==> config.mk <==
export PLATFORM = sky130hd
export DESIGN_NAME = dbrk_bank
export DESIGN_NICKNAME = d
export VERILOG_FILES = /design/src/rtl/dbrk_pkg.sv /design/src/rtl/dbrk_slot.sv /design/src/rtl/dbrk_status.sv /design/src/rtl/dbrk_bank.sv
export SDC_FILE = /design/constraint.sdc
export NUM_CORES = 1
export LEC_CHECK = 0
export ABC_AREA = 1
export BUFFER_PORTS_ARGS = -buffer_cell sky130_fd_sc_hd__buf_2
export CORE_UTILIZATION = 55
export DETAILED_ROUTE_END_ITERATION = 12
export PLACE_DENSITY = 0.87
export SLEW_MARGIN = 15
export SYNTH_ARGS = -nofsm -noshare
export SYNTH_HDL_FRONTEND = slang
export SYNTH_SLANG_ARGS = --single-unit
==> constraint.sdc <==
create_clock -name clk -period 2.7 [get_ports clk]
set_clock_uncertainty 0.2 [all_clocks]
set_input_delay 0.135 -clock clk [delete_from_list [all_inputs] [get_ports clk]]
set_output_delay 0.135 -clock clk [all_outputs]
set_load 0.05 [all_outputs]
==> src/rtl/dbrk_pkg.sv <==
package dbrk_pkg;
  localparam int REG_W  = 32;
  localparam int DATA_W = 64;
  localparam int BYTE_W = 8;
  localparam int LANES  = DATA_W / BYTE_W;
  localparam int ID_W   = 8;
  localparam int FLD_W  = 3;

  localparam logic [FLD_W-1:0] FLD_BASE = 3'd0;
  localparam logic [FLD_W-1:0] FLD_MASK = 3'd1;
  localparam logic [FLD_W-1:0] FLD_CTRL = 3'd2;
  localparam logic [FLD_W-1:0] FLD_ID   = 3'd3;
  localparam logic [FLD_W-1:0] FLD_VLO  = 3'd4;
  localparam logic [FLD_W-1:0] FLD_VHI  = 3'd5;
  localparam logic [FLD_W-1:0] FLD_STAT = 3'd0;

  localparam int CTL_LD  = 0;
  localparam int CTL_ST  = 1;
  localparam int CTL_IDU = 2;
  localparam int CTL_LM  = 8;
  localparam int CNT_LSB = 24;
  localparam int CNT_W   = 4;

  // address equality with don't-care bits
  function automatic logic addr_equal(input logic [REG_W-1:0] a,
                                      input logic [REG_W-1:0] base,
                                      input logic [REG_W-1:0] dc);
    return ((a ^ base) & ~dc) == '0;
  endfunction

  // every enabled and unmasked byte lane must agree
  function automatic logic lanes_equal(input logic [DATA_W-1:0] d,
                                       input logic [DATA_W-1:0] v,
                                       input logic [LANES-1:0]  be,
                                       input logic [LANES-1:0]  lm);
    logic ok;
    ok = 1'b1;
    for (int i = 0; i < LANES; i++) begin
      if (be[i] && !lm[i] && (d[i*BYTE_W +: BYTE_W] != v[i*BYTE_W +: BYTE_W]))
        ok = 1'b0;
    end
    return ok;
  endfunction
endpackage

==> src/rtl/dbrk_slot.sv <==
module dbrk_slot
  import dbrk_pkg::*;
(
  input  logic              clk,
  input  logic              rst_n,
  input  logic              wr_en,
  input  logic [FLD_W-1:0]  wr_field,
  input  logic [REG_W-1:0]  wr_data,
  input  logic [FLD_W-1:0]  rd_field,
  output logic [REG_W-1:0]  rd_data,
  input  logic              acc_valid,
  input  logic              acc_is_store,
  input  logic [REG_W-1:0]  acc_addr,
  input  logic [LANES-1:0]  acc_be,
  input  logic [DATA_W-1:0] acc_data,
  input  logic [ID_W-1:0]   cur_id,
  output logic              hit,
  output logic              addr_eq,
  output logic              lane_eq
);
  localparam int HALF = DATA_W / 2;

  logic [REG_W-1:0] base_q, dc_q;
  logic [HALF-1:0]  vlo_q, vhi_q;
  logic [ID_W-1:0]  id_q;
  logic [LANES-1:0] lm_q;
  logic             ld_en_q, st_en_q, idu_q;

  always_ff @(posedge clk) begin
    if (!rst_n) begin
      base_q  <= '0;
      dc_q    <= '0;
      vlo_q   <= '0;
      vhi_q   <= '0;
      id_q    <= '0;
      lm_q    <= '0;
      ld_en_q <= 1'b0;
      st_en_q <= 1'b0;
      idu_q   <= 1'b0;
    end else if (wr_en) begin
      case (wr_field)
        FLD_BASE: base_q <= wr_data;
        FLD_MASK: dc_q   <= wr_data;
        FLD_CTRL: begin
          ld_en_q <= wr_data[CTL_LD];
          st_en_q <= wr_data[CTL_ST];
          idu_q   <= wr_data[CTL_IDU];
          lm_q    <= wr_data[CTL_LM +: LANES];
        end
        FLD_ID:   id_q  <= wr_data[ID_W-1:0];
        FLD_VLO:  vlo_q <= wr_data[HALF-1:0];
        FLD_VHI:  vhi_q <= wr_data[HALF-1:0];
        default: ;
      endcase
    end
  end

  always_comb begin
    rd_data = '0;
    case (rd_field)
      FLD_BASE: rd_data = base_q;
      FLD_MASK: rd_data = dc_q;
      FLD_CTRL: begin
        rd_data[CTL_LD]        = ld_en_q;
        rd_data[CTL_ST]        = st_en_q;
        rd_data[CTL_IDU]       = idu_q;
        rd_data[CTL_LM +: LANES] = lm_q;
      end
      FLD_ID:  rd_data[ID_W-1:0] = id_q;
      FLD_VLO: rd_data[HALF-1:0] = vlo_q;
      FLD_VHI: rd_data[HALF-1:0] = vhi_q;
      default: rd_data = '0;
    endcase
  end

  logic type_ok, id_ok;
  assign type_ok = acc_is_store ? st_en_q : ld_en_q;
  assign id_ok   = !idu_q || (id_q == cur_id);
  assign addr_eq = addr_equal(acc_addr, base_q, dc_q);
  assign lane_eq = lanes_equal(acc_data, {vhi_q, vlo_q}, acc_be, lm_q);
  assign hit     = acc_valid && type_ok && id_ok && addr_eq && lane_eq;
endmodule

==> src/rtl/dbrk_status.sv <==
module dbrk_status #(
  parameter int NUM_BP = 2
) (
  input  logic              clk,
  input  logic              rst_n,
  input  logic [NUM_BP-1:0] set_vec,
  input  logic              clr_en,
  input  logic [NUM_BP-1:0] clr_vec,
  output logic [NUM_BP-1:0] sticky
);
  logic [NUM_BP-1:0] drop;
  assign drop = clr_en ? clr_vec : '0;

  always_ff @(posedge clk) begin
    if (!rst_n) sticky <= '0;
    else        sticky <= (sticky & ~drop) | set_vec;
  end
endmodule

==> src/rtl/dbrk_bank.sv <==
module dbrk_bank
  import dbrk_pkg::*;
#(
  parameter int NUM_BP = 2,
  parameter int SLOT_W = $clog2(NUM_BP + 1),
  parameter int RAW    = SLOT_W + FLD_W
) (
  input  logic              clk,
  input  logic              rst_n,
  input  logic              acc_valid,
  input  logic              acc_is_store,
  input  logic [REG_W-1:0]  acc_addr,
  input  logic [LANES-1:0]  acc_be,
  input  logic [DATA_W-1:0] acc_data,
  input  logic [ID_W-1:0]   cur_id,
  input  logic              reg_we,
  input  logic [RAW-1:0]    reg_addr,
  input  logic [REG_W-1:0]  reg_wdata,
  output logic [REG_W-1:0]  reg_rdata,
  output logic              brk_req,
  output logic [NUM_BP-1:0] hit_status
);
  logic [SLOT_W-1:0] sel_slot;
  logic [FLD_W-1:0]  sel_field;
  assign sel_slot  = reg_addr[RAW-1:FLD_W];
  assign sel_field = reg_addr[FLD_W-1:0];

  logic [NUM_BP-1:0] slot_hit, addr_eq, lane_eq;
  logic [REG_W-1:0]  slot_rd [NUM_BP];

  for (genvar g = 0; g < NUM_BP; g++) begin : g_bp
    logic wr_sel;
    assign wr_sel = reg_we && (sel_slot == SLOT_W'(g + 1));
    dbrk_slot u_slot (
      .clk          (clk),
      .rst_n        (rst_n),
      .wr_en        (wr_sel),
      .wr_field     (sel_field),
      .wr_data      (reg_wdata),
      .rd_field     (sel_field),
      .rd_data      (slot_rd[g]),
      .acc_valid    (acc_valid),
      .acc_is_store (acc_is_store),
      .acc_addr     (acc_addr),
      .acc_be       (acc_be),
      .acc_data     (acc_data),
      .cur_id       (cur_id),
      .hit          (slot_hit[g]),
      .addr_eq      (addr_eq[g]),
      .lane_eq      (lane_eq[g])
    );
  end

  logic clr_en;
  assign clr_en = reg_we && (sel_slot == '0) && (sel_field == FLD_STAT);

  dbrk_status #(.NUM_BP(NUM_BP)) u_status (
    .clk     (clk),
    .rst_n   (rst_n),
    .set_vec (slot_hit),
    .clr_en  (clr_en),
    .clr_vec (reg_wdata[NUM_BP-1:0]),
    .sticky  (hit_status)
  );

  logic [REG_W-1:0] status_word;
  always_comb begin
    status_word = '0;
    status_word[CNT_LSB +: CNT_W] = CNT_W'(NUM_BP);
    status_word[NUM_BP-1:0]       = hit_status;
  end

  always_comb begin
    reg_rdata = '0;
    if (sel_slot == '0) begin
      if (sel_field == FLD_STAT) reg_rdata = status_word;
    end else begin
      for (int i = 0; i < NUM_BP; i++)
        if (sel_slot == SLOT_W'(i + 1)) reg_rdata = slot_rd[i];
    end
  end

  always_ff @(posedge clk) begin
    if (!rst_n) brk_req <= 1'b0;
    else        brk_req <= |slot_hit;
  end
endmodule

==> metrics.cfg, run 1 <==
[route]
dr.pass1.iters=6
route.vias.total=17100
drt-initial-drc-count=2326
via_per_inst=5.97
wl_per_cell_um=19.4
totalWireLength_um=55400
antenna_left=0
drc=0

[critical_path]
critPathLaunchType=input pin
cp_cell_sequence=buf_2 > inv_1 > nand2_2 > inv_1 > nand2_1 > buf_4 > o22ai_1 > buf_2
cp.required_ns=2.37
cpPeakStageDelay_ns=0.34
reg2reg_to=brk_req$_SDFF_PN0_
r2r_setup_slack_ns=0.51
crit_cells=8
reg2reg_depth=9
cpMaxStageDelayCell=nand2_1
critical_path_class=input pin to output port
worstPathArrival_ns=2.02
cp-endpoint=reg_rdata[21]
end_kind=output port
crit_path_start=reg_addr[3]
worstReg2RegStart=g_bp[1].u_slot.base_q[24]$_SDFFE_PN0P_
crit_family=buffers and inverters
critPathMaxFanout=11
critPathBufInv=5

[finish]
post_route_cells_drive_above_1_share=0.125
finalInstanceArea_um2=18200
fin_nets=2614
area_growth_pct=18.5
nFillCells=2236

[placement]
dp_hpwl_um=37300
port_buffers=188
gp_congestion=1.01
dpl_cell_area_um2=16700
dp_slack_ns=0.456

[floorplanning]
die_area_um2=28600
start_util=0.565
die_y_um=169
die_w_um=169
pin_count=189
rows=60
coreArea_um2=27200

[clocking]
tritoncts=built
clk_pin_slew_worst_paths_ns=0.06
root_buffer=clkbuf_16
postCtsSetupRepairBufs=0
clk_latency_ns=0.53
cts_sinks=297
numCtsBuffers=34
cts_max_path_buffers=3
htree_num_levels=2

[logic_synthesis]
synth_seq_cells=297
yosysMostFrequentCell=nor2_1
syn_inst=2292
synth_area_leaders=dfxtp_1 39%, o21ai_0 12%, nor2_1 11%, nand2_1 9.4%, xnor2_1 7.5%
yosysWarningCount=0
synth_area_per_cell_um2=6.70
syn_area_um2=15400
async_flop_share=0
ys_seq_area_frac=0.387
synth_cell_types=33
synth_fp_nets=2446
synthFlopType=dfxtp_1
synth_edf_count=0
synth_top_area_frac=0.387
synth_area_leader_cell=dfxtp_1
synth_common_cells=442 x nor2_1, 383 x nand2_1, 354 x o21ai_0

[timing]
fin_ws_ns=0.346
period_needed_ns=2.35
tns_ns=0
max_freq_ghz=0.425
fin_crit_sh=0.872
setup_viol=0
rsz0062_at_grt=false
finalHoldViolCount=0
slew_headroom=0.401
finalMaxSlewViolations=0
worst_pin_slew_ns=0.898

[grt]
grt_overflow=0
grt_use_total=0.380
grt_first_pass_wirelength_um=84600
antenna_found_initial=3
grt_pass1_vias=16200
grt_start_max_net_pins=81

[job]
max-cap-violations=0

[worst_hold_path]
hold_class=input pin to register
hold_depth=8

[pwr]
p_leak_nw=7.53
vdd_drop_max_mv=0.524
power_density_nw_per_um2=573

[run_status]
status=finished, final reports clean

## worst reg2reg max path, delay by kind of cell (launching register included)
kind	cells	cell delay (ns)
AOI/OAI and AO/OA	1	0.47
DFF	1	0.35
and+or+nand+nor	8	1.09
## routing by layer
layer | global-route usage | wire length [um]
met1 | 0.464 | 20100
met2 | 0.602 | 24500
met3 | 0.0914 | 7260
met4 | 0.238 | 3510
met5 | 0 | 18
## how the worst min path moves through the flow
| stage | startpoint | end |
|---|---|---|
| floorplan | reg_wdata[0] | g_bp[1].u_slot.dc_q[0]$_SDFFE_PN0P_ |
| global placement | g_bp[1].u_slot.dc_q[23]$_SDFFE_PN0P_ | g_bp[1].u_slot.dc_q[23]$_SDFFE_PN0P_ |
| detailed placement | g_bp[1].u_slot.dc_q[21]$_SDFFE_PN0P_ | g_bp[1].u_slot.dc_q[21]$_SDFFE_PN0P_ |
| CTS | reg_we | u_status.sticky[1]$_SDFF_PN0_ |
| global route | reg_we | u_status.sticky[1]$_SDFF_PN0_ |
| finish | acc_be[1] | u_status.sticky[0]$_SDFF_PN0_ |
## state kept, by name, summed over array words and instances, names as in the netlist
register / cells
g_bp.u_slot.vhi_q: 64
g_bp.u_slot.dc_q: 64
g_bp.u_slot.ld_en_q: 2
g_bp.u_slot.vlo_q: 64
g_bp.u_slot.base_q: 64
g_bp.u_slot.st_en_q: 2
g_bp.u_slot.id_q: 16
g_bp.u_slot.idu_q: 2
u_status.sticky: 2
g_bp.u_slot.lm_q: 16
brk_req: 1
## layout by cell type, fill, tap and decap left out, drive strengths merged, types with 10 or more instances in the layout
| cell | instances |
|---|---|
| xnor2 | 132 |
| o221ai | 10 |
| o21ai | 372 |
| nand3 | 47 |
| o2111ai | 10 |
| a22o | 12 |
| inv | 201 |
| buf | 231 |
| nor2 | 448 |
| dfxtp | 297 |
| a21oi | 158 |
| a221oi | 28 |
| nand2 | 384 |
| dlygate4sd3 | 35 |
| clkbuf | 50 |
| o22ai | 35 |
## logic make-up (layout without fill, tap and decap cells)
group | after synthesis | after routing | synth area share
other cells | 0 | 3 | 0
flops | 297 | 297 | 0.387
xor+xnor | 132 | 132 | 0.0752
buf+inv | 335 | 527 | 0.0844
simple gates | 889 | 889 | 0.226
compound gates | 639 | 639 | 0.228
## power breakdown
| part | leakage, nW | total, mW | switching [mW] | internal, mW |
|---|---|---|---|---|
| registers | 2.40 | 4.48 | 0.0446 | 4.44 |
| logic | 4.56 | 1.02 | 0.661 | 0.360 |
| clock network | 0.576 | 4.93 | 1.89 | 3.04 |
| total | 7.53 | 10.4 | 2.59 | 7.84 |
## final cells by class
| cell class | count | area [um2] | area share |
|---|---|---|---|
| Antenna cell | 3 | 7.51 | 0.000412 |
| Multi-Input combinational cell | 1660 | 8130 | 0.446 |
| Tap cell | 372 | 465 | 0.0255 |
| Inverter | 201 | 754 | 0.0414 |
| Sequential cell | 297 | 5950 | 0.326 |
| Clock inverter | 10 | 158 | 0.00865 |
| Timing Repair Buffer | 266 | 1720 | 0.0944 |
| Clock buffer | 50 | 1030 | 0.0568 |
## timing repair
action / CTS / global route
gates resized for setup: 0 / 0
endpoints found under the hold margin: 295 / 0
hold buffers: 35 / 0
setup endpoints to repair: 0 / 0
## through the flow
| step | instances | hold WS (ns) | util | total power [mW] |
|---|---|---|---|---|
| 6_report | 2859 | 0.0473 | 0.670 | 10.4 |
| 5_1_grt | 2857 | 0.0779 | 0.670 | 10.7 |
| 4_1_cts | 2856 | 0.00494 | 0.670 | 10.4 |
| 3_5_place_dp | 2761 | 0.261 | 0.613 | 5.51 |
| 3_3_place_gp | 2761 | 0.253 | 0.613 | 5.49 |
| 2_1_floorplan | 2292 | 0.0699 | - | 5.11 |
Note: power is estimated with default switching activity, not from simulation.
==> inputs of run 2 (changes only) <==
- CTS_CLUSTER_SIZE: unset -> 8
- MAX_ROUTING_LAYER: unset -> met4
==> metrics.cfg, run 2 (synthesis results as in run 1) <==
[critical_path]
cp_cell_sequence=buf_2 > inv_1 > nand2_2 > inv_1 > nand2_1 > buf_4 > o22ai_1 > buf_2
worstReg2RegStart=g_bp[1].u_slot.base_q[24]$_SDFFE_PN0P_
cpPeakStageDelay_ns=0.41  ; +0.07 ns
critical_path_class=input pin to output port
worstPathArrival_ns=2.15  ; +0.13 ns
crit_family=buffers and inverters
cp.required_ns=2.37  ; about the same
reg2reg_depth=9  ; unchanged
cpMaxStageDelayCell=nand2_1
end_kind=output port
r2r_setup_slack_ns=0.57  ; +0.06 ns
critPathMaxFanout=11  ; unchanged
reg2reg_to=brk_req$_SDFF_PN0_
critPathBufInv=5  ; unchanged
critPathLaunchType=input pin

[finish]
post_route_cells_drive_above_1_share=0.122  ; -0.00248
fin_nets=2621  ; +0.27%
final_cell_mix=440 x nor2_1, 382 x nand2_1, 354 x o21ai_0
final_common_cell=nor2_1
area_growth_pct=18.1

[clocking]
numCtsBuffers=43  ; +26%
clk_latency_ns=0.53  ; about the same
clk_pin_slew_worst_paths_ns=0.05  ; about the same
root_buffer=clkbuf_16
htree_num_levels=2  ; unchanged
cts_max_path_buffers=3  ; unchanged
cts_sinks=297  ; unchanged
ctsResizeCount=0  ; unchanged
tritoncts=built

[timing]
period_needed_ns=2.48  ; +0.130 ns
worst_pin_slew_ns=0.908  ; +0.0103 ns
holdWs_ns=0.0355  ; -0.0118 ns
max_freq_ghz=0.403  ; -5.2%
fin_crit_sh=0.920  ; +0.0482
slew_headroom=0.394  ; -0.00687
tns_ns=0  ; unchanged
rsz0062_at_grt=false
finalHoldViolCount=0  ; unchanged
finalMaxSlewViolations=0  ; unchanged
setup_viol=0  ; unchanged

[route]
route.vias.total=17100  ; -0.018%
antenna_left=0  ; unchanged
drc=0  ; unchanged
wl_per_cell_um=19.5  ; +0.87%
dr.pass1.iters=7  ; +1
totalWireLength_um=55600  ; +0.45%
drt-initial-drc-count=2396  ; +3.0%
via_per_inst=6.00  ; +0.40%

[run_status]
status=finished, final reports clean

[grt]
grt_start_max_net_pins=115  ; +42%
antenna_found_initial=5  ; +2
grt_first_pass_wirelength_um=85500  ; +1.1%
grt_pass1_vias=16200  ; +0.068%
grt_use_total=0.395  ; +0.0147
grt_overflow=0  ; unchanged

[pwr]
power_density_nw_per_um2=567  ; -0.98%
p_leak_nw=7.50  ; -0.43%
vdd_drop_max_mv=0.576  ; +9.9%
total_power_mw=10.3  ; -1.3%

[worst_hold_path]
hold_class=input pin to register
hold_depth=8  ; unchanged
min_to=u_status.sticky[0]$_SDFF_PN0_
min_from=acc_be[1]

[floorplanning]
rows=60  ; unchanged
pin_count=189  ; unchanged
die_y_um=169  ; unchanged
start_util=0.565  ; unchanged
die_area_um2=28600  ; unchanged
die_w_um=169  ; unchanged
coreArea_um2=27200  ; unchanged

[placement]
gp_congestion=1.01  ; about the same
port_buffers=188  ; unchanged
dp_hpwl_um=37100  ; -0.41%

[job]
max-cap-violations=0  ; unchanged

[run 2: how the worst max path moves through the flow]
stage,end,from,slack [ns],cells past startpoint
after floorplan,reg_rdata[13],reg_addr[0],0.34,7
after global placement,reg_rdata[21],reg_addr[3],0.45,8
after detailed placement,reg_rdata[21],reg_addr[3],0.41,8
after CTS,reg_rdata[11],g_bp[0].u_slot.base_q[11]$_SDFFE_PN0P_,0.40,7
after global routing,reg_rdata[21],reg_addr[3],0.28,8
final,reg_rdata[21],reg_addr[3],0.22,8
[run 2: stage by stage]
step	cells	cell area, um2	util	setup WS (ns)
6_report	2847	18200	0.668	0.216
5_1_grt	2845	18100	0.668	0.279
4_1_cts	2841	18100	0.667	0.400
3_5_place_dp	2760	16700	0.613	0.409
3_3_place_gp	2760	16700	0.613	0.453
2_1_floorplan	2292	15400	-	0.343
[run 2: layer usage]
layer,global-route usage,part of all wire,up-vias
met5,-,0,-
met4,0.251,0.067,0
met3,0.0735,0.13,275
met2,0.598,0.44,1291
met1,0.484,0.37,7697
li1,-,-,7805
[run 2: timing repair]
| item | CTS | global route |
|---|---|---|
| hold endpoints to repair | 296 | 0 |
| buffers inserted | 0 | 0 |
| hold buffers | 34 | 0 |
[run 2: area by class of cell]
class | instances | area [um2]
Fill cell | 2275 | 9020
Multi-Input combinational cell | 1660 | 8130
Sequential cell | 297 | 5950
Timing Repair Buffer | 264 | 1700
Clock buffer | 46 | 1130
Inverter | 201 | 754
Tap cell | 372 | 465
Antenna cell | 6 | 15.0
Clock inverter | 1 | 8.76
[run 2: where the power goes]
| part | switching [mW] | total [mW] | leakage (nW) | internal, mW |
|---|---|---|---|---|
| Combinational | 0.664 | 1.02 | 4.54 | 0.360 |
| Clock | 1.88 | 4.78 | 0.560 | 2.90 |
| Sequential | 0.0442 | 4.49 | 2.40 | 4.45 |
[run 2: worst min-delay path: cells and delay by family]
kind	cells	cell delay [ns]
compound gates	1	0.08
buf+inv	2	0.13
simple gates	5	0.37
